$ cat src/rtl/rax_pkg.sv
package rax_pkg;
   localparam int OPW  = 6;
   localparam int REGW = 5;
   localparam int LITW = 16;

   typedef enum logic [3:0] {
      FN_ADD   = 4'h0,
      FN_SUB   = 4'h1,
      FN_MUL   = 4'h2,
      FN_CMPEQ = 4'h4,
      FN_CMPLT = 4'h5,
      FN_CMPLE = 4'h6,
      FN_AND   = 4'h8,
      FN_OR    = 4'h9,
      FN_XOR   = 4'hA
   } alu_fn_e;

   typedef struct packed {
      alu_fn_e           fn;
      logic [REGW-1:0]   rc;
      logic [REGW-1:0]   ra;
      logic [REGW-1:0]   rb;
      logic              use_lit;
      logic [LITW-1:0]   lit;
      logic              legal;
      logic              is_cmp;
   } dec_t;
endpackage

$ cat src/rtl/rax_decode.sv
module rax_decode
   import rax_pkg::*;
(
   input  logic [31:0] instr,
   output dec_t        dec
);
   logic [3:0] fcode;
   logic       fn_ok;

   assign fcode = instr[29:26];

   always_comb begin
      case (fcode)
         4'h0, 4'h1, 4'h2, 4'h4, 4'h5, 4'h6, 4'h8, 4'h9, 4'hA: fn_ok = 1'b1;
         default: fn_ok = 1'b0;
      endcase
   end

   always_comb begin
      dec.fn      = alu_fn_e'(fcode);
      dec.rc      = instr[25:21];
      dec.ra      = instr[20:16];
      dec.rb      = instr[15:11];
      dec.use_lit = instr[30];
      dec.lit     = instr[LITW-1:0];
      dec.legal   = instr[31] && fn_ok;
      dec.is_cmp  = (fcode == 4'h4) || (fcode == 4'h5) || (fcode == 4'h6);
   end
endmodule

$ cat src/rtl/rax_alu.sv
module rax_alu
   import rax_pkg::*;
#(
   parameter int DATA_W = 32
) (
   input  alu_fn_e           fn,
   input  logic [DATA_W-1:0] a,
   input  logic [DATA_W-1:0] b,
   output logic [DATA_W-1:0] y
);
   logic [DATA_W-1:0] prod;
   logic              lt_s;
   logic              eq;

   assign prod = a * b;
   assign lt_s = $signed(a) < $signed(b);
   assign eq   = (a == b);

   always_comb begin
      case (fn)
         FN_ADD:   y = a + b;
         FN_SUB:   y = a - b;
         FN_MUL:   y = prod;
         FN_CMPEQ: y = {{(DATA_W-1){1'b0}}, eq};
         FN_CMPLT: y = {{(DATA_W-1){1'b0}}, lt_s};
         FN_CMPLE: y = {{(DATA_W-1){1'b0}}, lt_s | eq};
         FN_AND:   y = a & b;
         FN_OR:    y = a | b;
         FN_XOR:   y = a ^ b;
         default:  y = '0;
      endcase
   end
endmodule

$ cat src/rtl/rax_regfile.sv
module rax_regfile
   import rax_pkg::*;
#(
   parameter int DATA_W = 32,
   localparam int NREG  = 1 << REGW,
   localparam int ZREG  = NREG - 1
) (
   input  logic              clk,
   input  logic              rst_n,
   input  logic              we,
   input  logic [REGW-1:0]   waddr,
   input  logic [DATA_W-1:0] wdata,
   input  logic [REGW-1:0]   ra_sel,
   input  logic [REGW-1:0]   rb_sel,
   input  logic [REGW-1:0]   dbg_sel,
   output logic [DATA_W-1:0] ra_val,
   output logic [DATA_W-1:0] rb_val,
   output logic [DATA_W-1:0] dbg_val
);
   logic [DATA_W-1:0] mem [ZREG];

   always_ff @(posedge clk) begin
      if (!rst_n) begin
         for (int i = 0; i < ZREG; i++) mem[i] <= '0;
      end else if (we && (waddr != REGW'(ZREG))) begin
         mem[waddr] <= wdata;
      end
   end

   function automatic logic [DATA_W-1:0] rd(input logic [REGW-1:0] s);
      return (s == REGW'(ZREG)) ? '0 : mem[s];
   endfunction

   assign ra_val  = rd(ra_sel);
   assign rb_val  = rd(rb_sel);
   assign dbg_val = rd(dbg_sel);

   // with no write in the previous cycle, a held debug index reads a held value
   assert_hold_R9: assert property (@(posedge clk) disable iff (!rst_n)
      ($past(!we) && $stable(dbg_sel)) |-> $stable(dbg_val));
endmodule

$ cat src/rtl/risc_alu_exec.sv
module risc_alu_exec
   import rax_pkg::*;
#(
   parameter int DATA_W = 32
) (
   input  logic              clk,
   input  logic              rst_n,
   input  logic              instr_valid,
   input  logic [31:0]       instr,
   input  logic [REGW-1:0]   dbg_sel,
   output logic [DATA_W-1:0] dbg_val,
   output logic              illegal
);
   generate
      if (DATA_W <= LITW) begin : g_bad_width
         $error("DATA_W must exceed the literal width");
      end
   endgenerate

   dec_t              dec;
   logic [DATA_W-1:0] ra_val, rb_val, opb, res;
   logic              rf_we;

   rax_decode u_dec (.instr(instr), .dec(dec));

   rax_regfile #(.DATA_W(DATA_W)) u_rf (
      .clk(clk), .rst_n(rst_n), .we(rf_we), .waddr(dec.rc), .wdata(res),
      .ra_sel(dec.ra), .rb_sel(dec.rb), .dbg_sel(dbg_sel),
      .ra_val(ra_val), .rb_val(rb_val), .dbg_val(dbg_val)
   );

   assign opb = dec.use_lit ? {{(DATA_W-LITW){dec.lit[LITW-1]}}, dec.lit} : rb_val;

   rax_alu #(.DATA_W(DATA_W)) u_alu (.fn(dec.fn), .a(ra_val), .b(opb), .y(res));

   assign rf_we = instr_valid && dec.legal;

   always_ff @(posedge clk) begin
      if (!rst_n) illegal <= 1'b0;
      else        illegal <= instr_valid && !dec.legal;
   end

   // an unimplemented valid opcode is flagged in the next cycle
   assert_illegal_flag_R8: assert property (@(posedge clk) disable iff (!rst_n)
      (instr_valid && !dec.legal) |=> illegal);
   // the flag only follows a strobed instruction
   assert_illegal_cause_R8: assert property (@(posedge clk) disable iff (!rst_n)
      illegal |-> $past(instr_valid));
   // no strobe, no flag
   assert_idle_R9: assert property (@(posedge clk) disable iff (!rst_n)
      !instr_valid |=> !illegal);
   // compare results are a single bit
   assert_cmp_bool_R5: assert property (@(posedge clk) disable iff (!rst_n)
      (rf_we && dec.is_cmp) |-> (res[DATA_W-1:1] == '0));
endmodule

$ cat config.mk
export PLATFORM = sky130hd
export DESIGN_NAME = risc_alu_exec
export DESIGN_NICKNAME = d
export VERILOG_FILES = /design/src/rtl/rax_pkg.sv /design/src/rtl/rax_decode.sv /design/src/rtl/rax_alu.sv /design/src/rtl/rax_regfile.sv /design/src/rtl/risc_alu_exec.sv
export SDC_FILE = /design/constraint.sdc
export NUM_CORES = 2
export LEC_CHECK = 0
export ABC_AREA = 1
export BUFFER_PORTS_ARGS = -buffer_cell sky130_fd_sc_hd__buf_2
export CAP_MARGIN = 30
export CELL_PAD_IN_SITES_DETAIL_PLACEMENT = 1
export CELL_PAD_IN_SITES_GLOBAL_PLACEMENT = 2
export CORE_UTILIZATION = 38
export CTS_BUF_LIST = sky130_fd_sc_hd__clkbuf_8
export CTS_CLUSTER_SIZE = 28
export DETAILED_ROUTE_END_ITERATION = 7
export GPL_TIMING_DRIVEN = 1
export PLACE_DENSITY_LB_ADDON = 0.1
export SYNTH_ARGS = -nofsm -noshare
export SYNTH_HDL_FRONTEND = slang
export SYNTH_HIERARCHICAL = 1
export SYNTH_SLANG_ARGS = --single-unit
$ cat constraint.sdc
create_clock -name clk -period 11.54 [get_ports clk]
set_input_delay 1.154 -clock clk [delete_from_list [all_inputs] [get_ports clk]]
set_output_delay 1.154 -clock clk [all_outputs]
set_load 0.02 [all_outputs]
* Yosys cells after proc, flatten, opt, wreduce, memory -nomap -nowiden
Memory sizes are Yosys's and may differ from the RTL's.
Cells that the tools add are included.
** Storage, ports and cells
- Bits in registers :: 1
- RAM bits :: 992
- Memory bits (read-only) :: 16
- Input bits :: 40
- Output and inout bits :: 33
- Logic and storage cells :: 43
- Memories kept :: 2
** Cells by class
- $add $sub $neg :: 2
- $mul :: 1
- Magnitude comparators :: 1
- Equality and inequality tests :: 13
- Muxes and demuxes :: 12
- Bitwise gates (word level) :: 4
- Reductions and logical operators :: 7
** Memories
- u_rf.mem :: depth 31, bits a word 32, read ports 3, clocked after memory_dff 0, wr ports 31, line rax_regfile.sv:20 : logic [DATA_W-1:0] mem [ZREG];
- (no name shown) :: depth 16, bits a word 1, read ports 1, clocked after memory_dff 0, wr ports 0, line rax_decode.sv:13 : case (fcode)
** Operators with widths (count)
- one-hot mux 32 bit (9 select lines) :: 1
- two-way mux 32 bit :: 5
- adder 32 bit :: 1
- AND 32 bit :: 1
- equality test 32 bit :: 1
- < comparator 32 bit :: 1
- multiplier 32 x 32 -> 32 bit :: 1
- OR 32 bit :: 1
- OR reduction 32 bit :: 1
- subtractor 32 bit :: 1
- XOR 32 bit :: 1
- equality test 5 bit, second input constant :: 3
- equality test 4 x 3 -> 1 bit, second input constant :: 3
- equality test 4 bit, second input constant :: 3
- two-way mux 1 bit :: 5
- two-way mux 5 bit :: 1
- inequality test 5 bit, second input constant :: 1
- equality test 4 x 1 -> 1 bit, second input constant :: 1
- equality test 4 x 2 -> 1 bit, second input constant :: 1
- logical AND 1 bit :: 4
- zero test 4 bit :: 1
- zero test 1 bit :: 1
- OR 1 bit :: 1

* Longest topological paths before layout
An unclocked memory read counts as a cell.
- Depth after elaboration :: 9
- Depth in mapped cells :: 54
- Depth with buffers taken out :: 48

* Modules after synthesis
The synthesis kept the hierarchy.
** Modules (own cells, without submodules)
- rax_regfile :: times used 1, cells each 10219, area each 68794.7 sq um, sequential area each 30749.5 sq um
- rax_alu :: times used 1, cells each 3316, area each 22461.5 sq um, sequential area each 0.0 sq um
- risc_alu_exec :: times used 1, cells each 92, area each 412.9 sq um, sequential area each 20.0 sq um
- rax_decode :: times used 1, cells each 43, area each 301.5 sq um, sequential area each 0.0 sq um

* Worst setup path before layout
Ideal clock, no wire load.
- Path type :: input -> register
- Start point :: in instr[12]
- End point :: mem u_rf.mem[0][27], data pin
- Setup time :: 0.266 ns
- Arrival :: 8.914 ns
- Data required time :: 11.274 ns
- Slack :: 2.360 ns
- Stages :: 44
- Buffers on the path :: 7
- Cells stage by stage :: buf_4 > buf_4 > inv_2 > buf_4 > clkbuf_1 > nand3_1 > nand2_1 > nand2_1 > nand2_1 > inv_1 > nand2_1 > nand2_1 > nor2_1 > nand2_1 > nand2_1 > clkbuf_1 > buf_1 > nand2_1 > (+8 left out) > inv_1 > fa_1 > inv_1 > fa_1 > fa_1 > ha_1 > a21oi_1 > o21ai_0 > a21oi_1 > nand3_1 > nand2_1 > nand2_1 > o21ai_0 > nand3_1 > o21bai_1 > inv_1 > clkbuf_1 > nor2_1
** RTL lines
- start: declaration :: line risc_alu_exec.sv:9 : input logic [31:0] instr,
- end: declaration :: line rax_regfile.sv:20

==> results.cfg <==
[sta]
post-route-period-util_pct = 89.30
worstMarginPinSlew_ns = 1.361
min_period_ns = 10.31
finClkSkew_ns = 0.09030
relSlewSlack_pct = 9.235
setup_tns_ns = 0
rsz0062_at_grt = no
clock.fmax_mhz = 97.04
final_max_slew_viol_count = 0
setup_violations = 0
whs_ns = 0.4039
hold_viol_final = 0

[route]
vias_per_cell = 5.791
post_drt_wl_per_cell_um = 29.29
postRouteWirelength_mm = 489.4
ant_nets = 0
drc_errors = 0
vias = 96750
drtIter0Drc = 10550
first_pass_iters = 5

[setup_path]
criticalPathCategory = primary input to register
startpoint_type = primary input
slowest_delay_ns = 0.59
slowest_stage = fa_1
crit_required_ns = 12.25
arrival_ns = 11.01
critPathMostFrequentCell = nand2_1
crit_fanout = 31
worst_setup_path_end_kind = register

[pwr]
p_switching_mw = 18.96
clkPwrFrac_pct = 10.9
power_frac_comb_pct = 76.0
switching_share_pct = 56.74
p_leak_nw = 48.77
total_power_mw = 33.42
intPower_mw = 14.46
p_seq_share_pct = 13.1
power_density_nw_per_um2 = 334.6
ir_drop_mv = 1.177

[clock_tree]
clockBufferDepth = 3
cts_made_buffers = 200
cts_sinks = 1025
postCtsSetupRepairBufs = 0
cts_resized = 0
cts_tree = done
clock_latency_ns = 1.07
cts_hold_buf = 0
htreeDepth = 4
path_clk_slew_ns = 0.06
root_buffer = clkbuf_8

[placed_design]
dpl.hpwl_mm = 323.6
dp_cells = 16340
routabilityCongestion = 0.9513
placed_area_um2 = 96150
io_buffers = 72

[yosys]
syn_area_um2 = 91960
syn_area_per_cell_um2 = 6.728
netlist_instances = 13670
synth_warnings = 6

[floorplanning]
die_area_um2 = 244000
coreArea_um2 = 240500
die_h_um = 493.9
pin_count = 73
start_util_pct = 38.23
num_rows = 180
die-width_um = 493.9

[run_status]
status = finished clean

[min_path]
hold_path.class = primary input to register

[global_route]
grt_max_degree = 174
antenna_found_initial = 19
grt_pass1_vias = 97270
grt.total_usage_pct = 39.42
grt_pass1_wl_mm = 693.0
grt_overflow = 0

[layout]
finalNetCount = 14030
final_area_um2 = 99890
drive_gt1_share_pct = 6.415
final_common_cell = nand2_1
syn_to_final_growth_pct = 8.627
mostFrequentLayoutCells = nand2_1 (4192), nor2_1 (2093), inv_1 (1865)
instances_no_fill = 16710

[run]
cap_violations = 0
[power groups by stage]
stage | Clock (mW) | Combinational (mW) | Sequential (mW)
after floorplan | 0 | 16.0 | 4.44
after global placement | 0 | 24.9 | 4.46
after detailed placement | 0 | 25.1 | 4.47
after CTS | 3.68 | 25.4 | 4.39
after global routing | 3.82 | 27.6 | 4.41
final | 3.64 | 25.4 | 4.39
[final timing paths]
path / from / to / slack, ns / cells after the start
max reg2reg: u_rf/mem[14][5] / u_rf/mem[1][24] / 2.03 / 37
max: instr[18] / u_rf/mem[9][30] / 1.23 / 37
min: instr_valid / illegal / 0.40 / 3
min reg2reg: u_rf/mem[30][29] / u_rf/mem[31][29] / 1.78 / 10
[metrics by stage]
step | setup slack (ns) | util (%)
floorplan | 2.360 | -
global placement | 0.4331 | 39.94
detailed placement | 0.3243 | 39.97
CTS | 1.413 | 41.51
global route | 0.9845 | 41.53
finish | 1.235 | 41.53
[metal layers]
layer / wire length [µm] / up-vias / track usage, %
met5: 60 / - / 0
met4: 26530 / 10 / 19.13
met3: 42860 / 1139 / 5.561
met2: 222400 / 4819 / 63.41
met1: 197500 / 48880 / 51.95
li1: - / 41900 / -
[state kept, by name, summed over array words and instances, names as in the netlist]
signal and cells:
illegal 1, u_rf/mem 1024
[critical path, delay by kind of cell]
kind / cells / cell delay (ns)
buffers and inverters: 9 / 1.63
AND/OR/NAND/NOR: 18 / 3.27
adder cells (fa/ha/maj): 10 / 4.87
[final cells by class]
| type | instances | area, µm² |
|---|---|---|
| Antenna cell | 8 | 20.02 |
| Clock buffer | 201 | 2766 |
| Clock inverter | 157 | 927.1 |
| Fill cell | 30890 | 140600 |
| Inverter | 1859 | 7044 |
| Multi-Input combinational cell | 9835 | 50150 |
| Sequential cell | 1025 | 30770 |
| Tap cell | 3185 | 3985 |
| Timing Repair Buffer | 439 | 4232 |
Power figures use the tool's default switching activity.
